**src/rtl/sem_pkg.sv**
```systemverilog
package sem_pkg;
  typedef enum logic [1:0] {
    OWN_NONE  = 2'b00,
    OWN_LEFT  = 2'b01,
    OWN_RIGHT = 2'b10
  } own_e;
endpackage

```
**src/rtl/sem_port.sv**
```systemverilog
module sem_port #(
  parameter int NUM_SEM = 8,
  localparam int IDX_W = $clog2(NUM_SEM)
) (
  input  logic               sel_i,
  input  logic               mem_en_i,
  input  logic [IDX_W-1:0]   idx_i,
  input  logic               wr_i,
  input  logic               rd_i,
  input  logic               wbit_i,
  output logic [NUM_SEM-1:0] req_o,
  output logic [NUM_SEM-1:0] rel_o,
  output logic               rd_en_o
);
  logic acc;
  // semaphore select together with memory enable is illegal
  assign acc     = sel_i & ~mem_en_i;
  assign rd_en_o = acc & rd_i;

  for (genvar i = 0; i < NUM_SEM; i++) begin : g_dec
    logic hit;
    assign hit      = acc & wr_i & (idx_i == IDX_W'(i));
    assign req_o[i] = hit & ~wbit_i;
    assign rel_o[i] = hit &  wbit_i;
  end
endmodule

```
**src/rtl/sem_cell.sv**
```systemverilog
module sem_cell
  import sem_pkg::*;
(
  input  logic clk_i,
  input  logic rst_ni,
  input  logic l_req_i,
  input  logic l_rel_i,
  input  logic r_req_i,
  input  logic r_rel_i,
  output logic l_view_o,
  output logic r_view_o
);
  own_e owner_q, owner_d;
  logic want_l_q, want_r_q, want_l_d, want_r_d;

  always_comb begin
    want_l_d = l_req_i ? 1'b1 : (l_rel_i ? 1'b0 : want_l_q);
    want_r_d = r_req_i ? 1'b1 : (r_rel_i ? 1'b0 : want_r_q);
    owner_d  = owner_q;
    unique case (owner_q)
      OWN_LEFT:  if (!want_l_d) owner_d = want_r_d ? OWN_RIGHT : OWN_NONE;
      OWN_RIGHT: if (!want_r_d) owner_d = want_l_d ? OWN_LEFT : OWN_NONE;
      default: begin
        // fixed priority on a tie: left first
        if (want_l_d)      owner_d = OWN_LEFT;
        else if (want_r_d) owner_d = OWN_RIGHT;
        else               owner_d = OWN_NONE;
      end
    endcase
  end

  always_ff @(posedge clk_i or negedge rst_ni) begin
    if (!rst_ni) begin
      owner_q  <= OWN_NONE;
      want_l_q <= 1'b0;
      want_r_q <= 1'b0;
    end else begin
      owner_q  <= owner_d;
      want_l_q <= want_l_d;
      want_r_q <= want_r_d;
    end
  end

  assign l_view_o = (owner_q != OWN_LEFT);
  assign r_view_o = (owner_q != OWN_RIGHT);

  AST_OWNER_HOLDS_L: assert property (@(posedge clk_i) disable iff (!rst_ni)
    (owner_q == OWN_LEFT && !l_rel_i) |=> owner_q == OWN_LEFT);
  AST_OWNER_HOLDS_R: assert property (@(posedge clk_i) disable iff (!rst_ni)
    (owner_q == OWN_RIGHT && !r_rel_i) |=> owner_q == OWN_RIGHT);
  AST_HANDOVER_LR: assert property (@(posedge clk_i) disable iff (!rst_ni)
    (owner_q == OWN_LEFT && l_rel_i && want_r_q && !r_rel_i) |=> owner_q == OWN_RIGHT);
  AST_HANDOVER_RL: assert property (@(posedge clk_i) disable iff (!rst_ni)
    (owner_q == OWN_RIGHT && r_rel_i && want_l_q && !l_rel_i) |=> owner_q == OWN_LEFT);
  AST_TIE_LEFT: assert property (@(posedge clk_i) disable iff (!rst_ni)
    (owner_q == OWN_NONE && l_req_i && r_req_i) |=> (owner_q == OWN_LEFT && want_r_q));
  AST_CANCEL_R: assert property (@(posedge clk_i) disable iff (!rst_ni)
    (owner_q == OWN_LEFT && r_rel_i && !l_rel_i) |=> (!want_r_q && owner_q == OWN_LEFT));
endmodule

```
**src/rtl/sem_rdreg.sv**
```systemverilog
module sem_rdreg #(
  parameter int DATA_W = 16
) (
  input  logic              clk_i,
  input  logic              rst_ni,
  input  logic              rd_en_i,
  input  logic              view_i,
  output logic [DATA_W-1:0] rdata_o
);
  always_ff @(posedge clk_i or negedge rst_ni) begin
    if (!rst_ni)      rdata_o <= '1;
    else if (rd_en_i) rdata_o <= {DATA_W{view_i}};
  end

  AST_RD_STABLE: assert property (@(posedge clk_i) disable iff (!rst_ni)
    !rd_en_i |=> $stable(rdata_o));
  AST_RD_UNIFORM: assert property (@(posedge clk_i) disable iff (!rst_ni)
    ($countones(rdata_o) == 0) || ($countones(rdata_o) == DATA_W));
endmodule

```
**src/rtl/sem_bank_top.sv**
```systemverilog
module sem_bank_top #(
  parameter int NUM_SEM = 8,
  parameter int ADDR_W  = 14,
  parameter int DATA_W  = 16,
  localparam int IDX_W  = $clog2(NUM_SEM)
) (
  input  logic              clk_i,
  input  logic              rst_ni,
  input  logic              l_sel_i,
  input  logic              l_mem_en_i,
  input  logic [ADDR_W-1:0] l_addr_i,
  input  logic              l_wr_i,
  input  logic              l_rd_i,
  input  logic [DATA_W-1:0] l_wdata_i,
  output logic [DATA_W-1:0] l_rdata_o,
  input  logic              r_sel_i,
  input  logic              r_mem_en_i,
  input  logic [ADDR_W-1:0] r_addr_i,
  input  logic              r_wr_i,
  input  logic              r_rd_i,
  input  logic [DATA_W-1:0] r_wdata_i,
  output logic [DATA_W-1:0] r_rdata_o
);
  logic [NUM_SEM-1:0] l_req, l_rel, r_req, r_rel;
  logic [NUM_SEM-1:0] l_view, r_view;
  logic               l_rd_en, r_rd_en;
  logic [IDX_W-1:0]   l_idx, r_idx;
  logic               unused_hi_bits;

  assign l_idx = l_addr_i[IDX_W-1:0];
  assign r_idx = r_addr_i[IDX_W-1:0];
  assign unused_hi_bits = ^{l_addr_i[ADDR_W-1:IDX_W], r_addr_i[ADDR_W-1:IDX_W],
                            l_wdata_i[DATA_W-1:1], r_wdata_i[DATA_W-1:1]};

  sem_port #(.NUM_SEM(NUM_SEM)) u_port_l (
    .sel_i(l_sel_i), .mem_en_i(l_mem_en_i), .idx_i(l_idx), .wr_i(l_wr_i),
    .rd_i(l_rd_i), .wbit_i(l_wdata_i[0]), .req_o(l_req), .rel_o(l_rel),
    .rd_en_o(l_rd_en));

  sem_port #(.NUM_SEM(NUM_SEM)) u_port_r (
    .sel_i(r_sel_i), .mem_en_i(r_mem_en_i), .idx_i(r_idx), .wr_i(r_wr_i),
    .rd_i(r_rd_i), .wbit_i(r_wdata_i[0]), .req_o(r_req), .rel_o(r_rel),
    .rd_en_o(r_rd_en));

  for (genvar i = 0; i < NUM_SEM; i++) begin : g_sem
    sem_cell u_cell (
      .clk_i(clk_i), .rst_ni(rst_ni),
      .l_req_i(l_req[i]), .l_rel_i(l_rel[i]),
      .r_req_i(r_req[i]), .r_rel_i(r_rel[i]),
      .l_view_o(l_view[i]), .r_view_o(r_view[i]));
  end

  sem_rdreg #(.DATA_W(DATA_W)) u_rd_l (
    .clk_i(clk_i), .rst_ni(rst_ni), .rd_en_i(l_rd_en),
    .view_i(l_view[l_idx]), .rdata_o(l_rdata_o));

  sem_rdreg #(.DATA_W(DATA_W)) u_rd_r (
    .clk_i(clk_i), .rst_ni(rst_ni), .rd_en_i(r_rd_en),
    .view_i(r_view[r_idx]), .rdata_o(r_rdata_o));

  AST_REJECT_L: assert property (@(posedge clk_i) disable iff (!rst_ni)
    l_mem_en_i |=> $stable(l_rdata_o));
  AST_REJECT_R: assert property (@(posedge clk_i) disable iff (!rst_ni)
    r_mem_en_i |=> $stable(r_rdata_o));
  AST_NO_DUAL_OWN: assert property (@(posedge clk_i) disable iff (!rst_ni)
    (l_view | r_view) == {NUM_SEM{1'b1}});
endmodule

```
**config.mk**
```make
export PLATFORM = sky130hd
export DESIGN_NAME = sem_bank_top
export DESIGN_NICKNAME = d
export VERILOG_FILES = /design/src/rtl/sem_pkg.sv /design/src/rtl/sem_port.sv /design/src/rtl/sem_cell.sv /design/src/rtl/sem_rdreg.sv /design/src/rtl/sem_bank_top.sv
export SDC_FILE = /design/constraint.sdc
export NUM_CORES = 1
export LEC_CHECK = 0
export ABC_AREA = 1
export BUFFER_PORTS_ARGS = -buffer_cell sky130_fd_sc_hd__clkbuf_2
export CORE_MARGIN = 2
export CORE_UTILIZATION = 40
export CTS_BUF_LIST = sky130_fd_sc_hd__clkbuf_16
export DETAILED_ROUTE_END_ITERATION = 6
export GPL_TIMING_DRIVEN = 0
export PLACE_DENSITY = 0.76
export SLEW_MARGIN = 5
export SYNTH_ARGS = -nofsm -noshare
export SYNTH_HDL_FRONTEND = slang
export SYNTH_SLANG_ARGS = --single-unit
```
**constraint.sdc**
```tcl
create_clock -name clk_i -period 1.4 [get_ports clk_i]
set_clock_uncertainty 0.2 [all_clocks]
set_input_delay 0 -clock clk_i [delete_from_list [all_inputs] [get_ports clk_i]]
set_output_delay 0 -clock clk_i [all_outputs]
set_load 0.1 [all_outputs]
```
==> impl_metrics.json <==
{
  "netlist_instances": 386,
  "worstMarginPinSlew_ns": 0.829,
  "postSynthAreaPerCell_sq_um": 6.74,
  "diodes": 0,
  "die_w_um": 84.6,
  "wl_per_cell_um": 16.0,
  "dp_hpwl_um": 4280,
  "pin_count": 102,
  "peakVddDrop_v": 0.00162,
  "io_buffers": 46,
  "p_per_area_mw_per_mm2": 2310,
  "design_area_sq_mm": 0.00421,
  "row_count": 29,
  "fmax_ghz": 0.638,
  "endpoint_kind": "output pin",
  "synth_common_cells": "nand2_1 (106), inv_1 (68), nor2_1 (44)",
  "r2r_end": "g_sem[3].u_cell.owner_q[1]",
  "status": "finished with violations",
  "drt.antenna.violating_nets": 0,
  "violations": "negative setup slack",
  "arrival_ns": 1.37,
  "setup_viol": 38,
  "worstSetupStartpointType": "flip-flop",
  "hold_path_class": "in -> reg",
  "drt_wl_total_um": 8690,
  "p_leak_nw": 2.17,
  "async_reset_ff_share_pct": 100,
  "placed_cell_area_sq_mm": 0.00295,
  "cts_tree": "done",
  "endpoint": "r_rdata_o[12]",
  "grt.met3_usage_pct": 4.33,
  "grt_pass1_vias": 2697,
  "critical_path_required_ns": 1.20,
  "drv_cap": 0,
  "clkLatencyLatePin_ns": 0.28,
  "crit_fanout": 8,
  "vias_per_cell": 5.12,
  "crit_path_start": "u_rd_r.rdata_o[0]",
  "syn-num-nets": 472,
  "die_height_um": 84.6,
  "layout-drive-gt1-share_pct": 35.3,
  "grt_pass1_wl_um": 12600,
  "design.core.area_sq_mm": 0.00631,
  "ys.flop_type": "dfrtp_1",
  "drtIter0Drc": 250,
  "min_period_ns": 1.57,
  "fillers": 469,
  "rsz0062_at_grt": "yes",
  "cts.root.buffer_cell": "clkbuf_16",
  "hold_viol": 0,
  "gr-usage-met2_pct": 41.3,
  "synth_area_sq_mm": 0.00260,
  "worst_r2r_startpoint": "g_sem[3].u_cell.owner_q[1]",
  "antenna_found_initial": 0,
  "min_period_over_period_pct": 112,
  "worst_slack_ns": -0.168,
  "initial_core_util_pct": 41.2,
  "yosys.area.top_type": "dfrtp_1",
  "synth_most_common_cell": "nand2_1",
  "ys_warn_count": 0,
  "grt_use_met1_pct": 24.1,
  "slew_viol_final": 0,
  "globalplace.congestion": 0.913,
  "vias": 2783,
  "clkTransAtPathRegs_ns": 0.06,
  "htreeDepth": 2,
  "slew_headroom_pct": 44.7,
  "critical_path_class": "reg -> out",
  "synth_edf_count": 0,
  "grt_most_used_layer": "met2",
  "numClockSinks": 34,
  "ff2ff_setup_slack_ns": -0.16,
  "final_nets": 552,
  "grt_max_degree": 35,
  "area_delta_synth_final_pct": 62.1,
  "cts_made_buffers": 5,
  "reg2reg_depth": 8,
  "synth.ff_latch_count": 34,
  "synthTopCellsByArea": "dfrtp_1 (31%), nand2_1 (15%), inv_1 (9.8%)",
  "grt_usage_pct": 22.2,
  "drc": 0,
  "yosysSeqAreaShare_pct": 32.8,
  "dieArea_sq_mm": 0.00716,
  "firstDrtPassIters": 5,
  "ys_types": 26,
  "clockBufferDepth": 2,
  "grt_overflow": 0,
  "fin_util_pct": 66.7,
  "yosysTopAreaCellShare_pct": 30.8
}
==> per-layer routing <==
layer | vias to the layer above | share of wire [%]
met5 | - | 0
li1 | 1309 | -
met4 | 0 | 6.4
met3 | 48 | 5.4
met1 | 1286 | 37
met2 | 140 | 52
==> logic make-up (layout without fill, tap and decap cells) <==
group | after synthesis | in the layout | synth area share, %
adders and majority gates | 16 | 16 | 7.70
buffers and inverters | 104 | 185 | 19.4
and+or+nand+nor | 215 | 215 | 36.0
AOI/OAI and AO/OA | 17 | 17 | 4.04
DFF | 34 | 34 | 32.8
==> where the power goes <==
part	switching [mW]	internal, mW	total (mW)	leakage [nW]
Clock	0.411	0.643	1.05	0.0724
Sequential	0.297	1.35	1.64	0.394
Combinational	4.12	2.90	7.03	1.70
==> what timing repair did <==
item | CTS | global route
gates resized for setup | 102 | 65
setup buffers | 4 | 11
setup endpoints to repair | 34 | 49
endpoints found under the hold margin | 38 | 0
pin swaps | 0 | 22
hold buffers | 12 | 0
==> layout by cell type (no fill, tap or decap), types with 2 or more instances in the layout <==
cell type      count
buf_4             34
inv_2             21
a21oi_1            3
buf_8              2
ha_2               3
nor2_2             4
or2_4              2
clkinv_1           3
buf_2              3
nor2_1            41
o21bai_1           6
nand3_1           33
buf_6              7
nand2_2           10
clkbuf_2          13
nand2_1          100
nand4_1            3
a21oi_2            2
buf_12             2
dfstp_4            2
nand3b_1           3
dfrtp_1           31
nand3_2           10
clkbuf_16         36
dlygate4sd3_1     12
ha_1               3
ha_4              10
and2_1             8
inv_1             49
o21ai_1            3
==> stage by stage <==
| step | std cells | setup slack (ns) | hold WS (ns) | power [mW] | TNS [ns] |
|---|---|---|---|---|---|
| floorplan | 386 | 0.00498 | -0.496 | 5.58 | 0 |
| global placement | 509 | -0.0477 | -0.0333 | 6.19 | -1.40 |
| detailed placement | 509 | -0.0638 | -0.0264 | 6.30 | -1.76 |
| CTS | 533 | -0.138 | 0.00908 | 8.52 | -3.79 |
| global route | 544 | -0.210 | 0.0726 | 10.2 | -6.14 |
| finish | 544 | -0.168 | 0.0141 | 9.72 | -5.15 |
==> flip-flops by register name (all words and copies together), names as in the netlist <==
signal                 flops
g_sem.u_cell.want_l_q      8
g_sem.u_cell.owner_q      16
u_rd_r.rdata_o             1
u_rd_l.rdata_o             1
g_sem.u_cell.want_r_q      8
==> worst min-delay path by stage <==
stage / startpoint / to / cells after the start
finish: l_sel_i / g_sem[0].u_cell.want_l_q / 5
global route: r_wr_i / g_sem[7].u_cell.want_r_q / 4
CTS: l_sel_i / g_sem[0].u_cell.want_l_q / 5
detailed placement: rst_ni / g_sem[4].u_cell.owner_q[1] / 1
global placement: rst_ni / g_sem[4].u_cell.owner_q[1] / 1
floorplan: rst_ni / g_sem[0].u_cell.owner_q[0] / 0
==> critical path: stages (launching register included) <==
cell and delay, ns:
dfstp_4 0.64, buf_8 0.14, buf_4 0.12, clkbuf_16 0.19
==> cell type report <==
class / instances / area [sq um] / area share, %
multi-input combinational: 248 / 1450 / 34.5
tap: 77 / 96.3 / 2.29
timing repair buffer: 73 / 1130 / 26.9
buffer: 33 / 265 / 6.29
clock inverter: 3 / 12.5 / 0.297
inverter: 71 / 267 / 6.32
clock buffer: 5 / 125 / 2.97
sequential: 34 / 862 / 20.5
No activity file was read; power rests on OpenSTA's default activity.
